### config.mk
export PLATFORM = sky130hd
export DESIGN_NAME = sysclk_src_sel
export DESIGN_NICKNAME = d
export VERILOG_FILES = /design/src/rtl/sysclk_pkg.sv /design/src/rtl/clksel_req_reg.sv /design/src/rtl/clksel_fault.sv /design/src/rtl/clksel_fsm.sv /design/src/rtl/clksel_decode.sv /design/src/rtl/sysclk_src_sel.sv
export SDC_FILE = /design/constraint.sdc
export NUM_CORES = 1
export LEC_CHECK = 0
export BUFFER_PORTS_ARGS = -buffer_cell sky130_fd_sc_hd__buf_2
export CAP_MARGIN = 30
export CORE_AREA = 5 5 42 44
export DETAILED_ROUTE_END_ITERATION = 10
export DIE_AREA = 0 0 47 49
export PLACE_DENSITY_LB_ADDON = 0.2
export SETUP_SLACK_MARGIN = 0.1
export SYNTH_ARGS = -nofsm -noshare
export SYNTH_HDL_FRONTEND = slang
export SYNTH_SLANG_ARGS = --single-unit
export TNS_END_PERCENT = 100
### constraint.sdc
create_clock -name clk -period 2.3 [get_ports clk]
set_input_delay 0.46 -clock clk [delete_from_list [all_inputs] [get_ports clk]]
set_output_delay 0.46 -clock clk [all_outputs]
set_load 0.05 [all_outputs]
### src/rtl/sysclk_pkg.sv
package sysclk_pkg;
    localparam int SRC_W = 2;
    localparam int NSRC  = 3;

    typedef enum logic [SRC_W-1:0] {
        SRC_INT = 2'b00,
        SRC_EXT = 2'b01,
        SRC_PLL = 2'b10
    } src_e;

    localparam logic [SRC_W-1:0] SRC_RSVD = 2'b11;

    typedef enum logic {
        ST_STEADY = 1'b0,
        ST_SWITCH = 1'b1
    } sel_st_e;
endpackage

### src/rtl/clksel_req_reg.sv
module clksel_req_reg
    import sysclk_pkg::*;
(
    input  logic             clk,
    input  logic             rst_n,
    input  logic             wr_en,
    input  logic [SRC_W-1:0] wr_data,
    input  logic             force_int,
    output src_e             req_q
);
    // A forced fallback beats a software write; the reserved code is dropped.
    always_ff @(posedge clk or negedge rst_n) begin
        if (!rst_n) begin
            req_q <= SRC_INT;
        end else if (force_int) begin
            req_q <= SRC_INT;
        end else if (wr_en && (wr_data != SRC_RSVD)) begin
            req_q <= src_e'(wr_data);
        end
    end
endmodule

### src/rtl/clksel_fault.sv
module clksel_fault
    import sysclk_pkg::*;
#(
    parameter bit PLL_FROM_EXT = 1'b1
) (
    input  logic wake_evt,
    input  logic ext_fail,
    input  src_e cur,
    output logic force_int
);
    logic ext_in_path;

    generate
        if (PLL_FROM_EXT) begin : g_pll_ext_ref
            assign ext_in_path = (cur == SRC_EXT) || (cur == SRC_PLL);
        end else begin : g_pll_int_ref
            assign ext_in_path = (cur == SRC_EXT);
        end
    endgenerate

    assign force_int = wake_evt || (ext_fail && ext_in_path);
endmodule

### src/rtl/clksel_fsm.sv
module clksel_fsm
    import sysclk_pkg::*;
(
    input  logic            clk,
    input  logic            rst_n,
    input  src_e            req,
    input  logic [NSRC-1:0] rdy,
    input  logic            force_int,
    output src_e            cur
);
    sel_st_e st_q, st_d;
    src_e    cur_d;
    logic    tgt_rdy;

    always_comb begin
        unique case (req)
            SRC_INT: tgt_rdy = rdy[0];
            SRC_EXT: tgt_rdy = rdy[1];
            SRC_PLL: tgt_rdy = rdy[2];
            default: tgt_rdy = 1'b0;
        endcase
    end

    always_comb begin
        st_d  = st_q;
        cur_d = cur;
        unique case (st_q)
            ST_STEADY: begin
                if (force_int) begin
                    cur_d = SRC_INT;
                end else if (req != cur) begin
                    st_d = ST_SWITCH;
                end
            end
            ST_SWITCH: begin
                if (force_int) begin
                    cur_d = SRC_INT;
                    st_d  = ST_STEADY;
                end else if (req == cur) begin
                    st_d = ST_STEADY;
                end else if (tgt_rdy) begin
                    cur_d = req;
                    st_d  = ST_STEADY;
                end
            end
            default: st_d = ST_STEADY;
        endcase
    end

    always_ff @(posedge clk or negedge rst_n) begin
        if (!rst_n) st_q <= ST_STEADY;
        else        st_q <= st_d;
    end

    always_ff @(posedge clk or negedge rst_n) begin
        if (!rst_n) cur <= SRC_INT;
        else        cur <= cur_d;
    end
endmodule

### src/rtl/clksel_decode.sv
module clksel_decode
    import sysclk_pkg::*;
(
    input  src_e            cur,
    output logic [NSRC-1:0] sel_oh
);
    generate
        for (genvar i = 0; i < NSRC; i++) begin : g_oh
            assign sel_oh[i] = (cur == src_e'(i));
        end
    endgenerate
endmodule

### src/rtl/sysclk_src_sel.sv
module sysclk_src_sel
    import sysclk_pkg::*;
#(
    parameter bit PLL_FROM_EXT = 1'b1
) (
    input  logic             clk,
    input  logic             rst_n,
    input  logic             req_wr,
    input  logic [SRC_W-1:0] req_wdata,
    input  logic             rdy_int,
    input  logic             rdy_ext,
    input  logic             rdy_pll,
    input  logic             wake_evt,
    input  logic             ext_fail,
    output logic [SRC_W-1:0] req_q,
    output logic [NSRC-1:0]  mux_sel,
    output logic [SRC_W-1:0] status
);
    src_e req_s, cur_s;
    logic force_int;

    clksel_fault #(.PLL_FROM_EXT(PLL_FROM_EXT)) u_fault (
        .wake_evt  (wake_evt),
        .ext_fail  (ext_fail),
        .cur       (cur_s),
        .force_int (force_int)
    );

    clksel_req_reg u_req (
        .clk       (clk),
        .rst_n     (rst_n),
        .wr_en     (req_wr),
        .wr_data   (req_wdata),
        .force_int (force_int),
        .req_q     (req_s)
    );

    clksel_fsm u_fsm (
        .clk       (clk),
        .rst_n     (rst_n),
        .req       (req_s),
        .rdy       ({rdy_pll, rdy_ext, rdy_int}),
        .force_int (force_int),
        .cur       (cur_s)
    );

    clksel_decode u_dec (
        .cur    (cur_s),
        .sel_oh (mux_sel)
    );

    assign req_q  = req_s;
    assign status = cur_s;
endmodule

==> results.sh <==
export IMPL_status="finished clean"
export IMPL_synth_top_area_cell="dfrtp_1"
export IMPL_yosys_warnings=0
export IMPL_timing_fmax_mhz=617
export IMPL_yosys_top_cells_count="dfrtp_1, a21oi_1, ha_1, inv_1"
export IMPL_remaining_drc_errors=0
export IMPL_pre_cts_ws_ns=0.908
export IMPL_diodes=0
export IMPL_drt_iter0_drc=6
export IMPL_rr_worst_depth=5
export IMPL_power_density_mw_per_mm2=628
export IMPL_drive_above_1_share_pct=37.7
export IMPL_cts_made_buffers=3
export IMPL_synth_seq_cells=5
export IMPL_slew_viol_final=0
export IMPL_avgRoutedWirePerCell_um=10.3
export IMPL_worstHoldPathType="in -> async"
export IMPL_io_pins=17
export IMPL_portBuffers=16
export IMPL_area_growth_pct=39.6
export IMPL_crit_end="mux_sel[1]"
export IMPL_die_w_um=47
export IMPL_ys_seq_area_share_pct=39.2
export IMPL_arrival_ns=1.16
export IMPL_crit_required_ns=1.84
export IMPL_antenna_found_initial=0
export IMPL_startpoint_type="register"
export IMPL_drtPass1Iterations=2
export IMPL_rsz0062_at_grt="no"
export IMPL_critical_path_max_fanout=6
export IMPL_clock_skew_ns=0.000627
export IMPL_p_leak_uw=0.000219
export IMPL_async_flop_share_pct=100
export IMPL_grt_total_usage_pct=6.95
export IMPL_cts_resized=0
export IMPL_ys_flop_type="dfrtp_1"
export IMPL_cap_violations=0
export IMPL_clkLatencyLatePin_ns=0.23
export IMPL_place_area_sq_um=419
export IMPL_grt_max_degree=8
export IMPL_fin_tns_setup_ns=0
export IMPL_r2r_start="u_fsm.cur[1]"
export IMPL_synth_nets=46
export IMPL_clk_pin_slew_worst_paths_ns=0.04
export IMPL_wl_um=713
export IMPL_syn_cell_area_sq_um=319
export IMPL_fillers=161
export IMPL_postSynthCellCount=33
export IMPL_worstMarginPinSlew_ns=0.253
export IMPL_slew_headroom_pct=83.2
export IMPL_globalplace_congestion=0.658
export IMPL_grt_pass1_wl_um=1200
export IMPL_synthDistinctLibCells=18
export IMPL_grt_pass1_vias=296
export IMPL_finalPower_uw=280
export IMPL_die_area_sq_mm=0.00230
export IMPL_synth_top_area_share_pct=39.2
export IMPL_cts_max_path_buffers=2
export IMPL_tritoncts="done"
export IMPL_initial_core_util_pct=22.8
export IMPL_worst_r2r_endpoint="u_fsm.st_q"
export IMPL_overflow=0
export IMPL_finish_instance_area_sq_um=445
export IMPL_avgViaCountPerCell=4.33
export IMPL_startpoint="u_fsm.cur[1]"
export IMPL_vdd_ir_drop_worst_mv=0.348
export IMPL_criticalPathCategory="reg -> out"
export IMPL_core_area_sq_mm=0.00140
export IMPL_die_h_um=49
export IMPL_synth_edf_count=0
export IMPL_clock_sinks=5
export IMPL_antenna_left=0
export IMPL_hold_viol_final=0
export IMPL_via_count=299
export IMPL_synth_avg_cell_area_sq_um=9.67
export IMPL_finalSetupViolations=0
export IMPL_yosysMostFrequentCell="dfrtp_1"
export IMPL_crit_path_end_kind="output pin"
export IMPL_r2r_setup_slack_ns=0.97
export IMPL_setup_slack_ns=0.680
export IMPL_synth_area_leaders="dfrtp_1, ha_1, mux2i_1"
export IMPL_period_minus_slack_ns=1.62
export IMPL_core_rowCount=14
export IMPL_postCtsSetupRepairBufs=0
export IMPL_cts_root_buf="clkbuf_4"
export IMPL_cts_hold_buffers=0
export IMPL_fin_nets=67
export IMPL_fin_crit_sh_pct=70.4
export IMPL_cts_max_level=1
[cell usage in the layout, fill, tap and decap left out, drive strengths merged]
cell	instances
buf	16
dfrtp	5
a21oi	4
clkbuf	4
inv	3
ha	3
o21ai	3
xnor2	2
mux2i	2
nor2b	2
nor2	2
nand2b	1
nand4b	1
o211ai	1
and3b	1
o22ai	1
nand2	1
a21o	1
[area by class of cell]
class                   count  area (sq um)  share of cell area (%)
flip-flops and latches      5           125                    28.1
inverters                   3          11.3                    2.53
multi-input cells          25           183                    41.0
clock buffers               4          26.3                    5.90
well taps                  16          20.0                    4.49
repair buffers             16          80.1                    18.0
[routing by layer]
layer | up-vias | part of all wire (%) | GRT usage (%)
met3 | 0 | 9.0 | 4.43
met2 | 10 | 44 | 9.50
met4 | 0 | 0 | 1.38
met5 | - | 0 | 0
met1 | 134 | 47 | 9.19
li1 | 155 | - | -
[worst min path at each step]
stage	startpoint	end	slack, ns	cells after the start
2_1_floorplan	rst_n	u_fsm.cur[0]	0.16	0
3_3_place_gp	rst_n	u_req.req_q[1]	0.28	1
3_5_place_dp	rst_n	u_req.req_q[1]	0.28	1
4_1_cts	rst_n	u_fsm.st_q	0.02	1
5_1_grt	rst_n	u_fsm.st_q	0.03	1
6_report	rst_n	u_req.req_q[0]	0.03	1
[power breakdown]
| part | leakage (uW) | switching [uW] | total (uW) | internal, uW |
|---|---|---|---|---|
| clock network | 0.0000150 | 31.2 | 96.5 | 65.3 |
| logic | 0.000136 | 52.3 | 78.8 | 26.5 |
| registers | 0.0000680 | 9.72 | 104 | 94.8 |
| total | 0.000219 | 93.2 | 280 | 187 |
[sequential cells by signal, summed over array words and instances (netlist names)]
| signal | flops |
|---|---|
| u_fsm.st_q | 1 |
| u_req.req_q | 2 |
| u_fsm.cur | 2 |
[kinds of logic after synthesis]
| logic type | Yosys count | share of synthesized area [%] |
|---|---|---|
| and+or+nand+nor | 8 | 14.9 |
| xor gates and xnor gates | 2 | 5.49 |
| adders and majority gates | 3 | 11.8 |
| buffers and inverters | 3 | 3.53 |
| DFF | 5 | 39.2 |
| AOI/OAI and AO/OA | 10 | 18.8 |
| muxes | 2 | 6.27 |
[critical path: stages, from the launching register on]
cell     delay (ns)
dfrtp_1        0.43
inv_1          0.10
ha_1           0.13
buf_2          0.25
[metrics by stage]
stage | utilization [%] | std cells | hold WS (ns)
after floorplan | - | 33 | 0.164
after global placement | 29.9 | 65 | 0.280
after detailed placement | 29.9 | 65 | 0.280
after CTS | 31.8 | 69 | 0.0238
after global routing | 31.8 | 69 | 0.0269
final | 31.8 | 69 | 0.0289
Note: power is estimated with default switching activity, not from simulation.
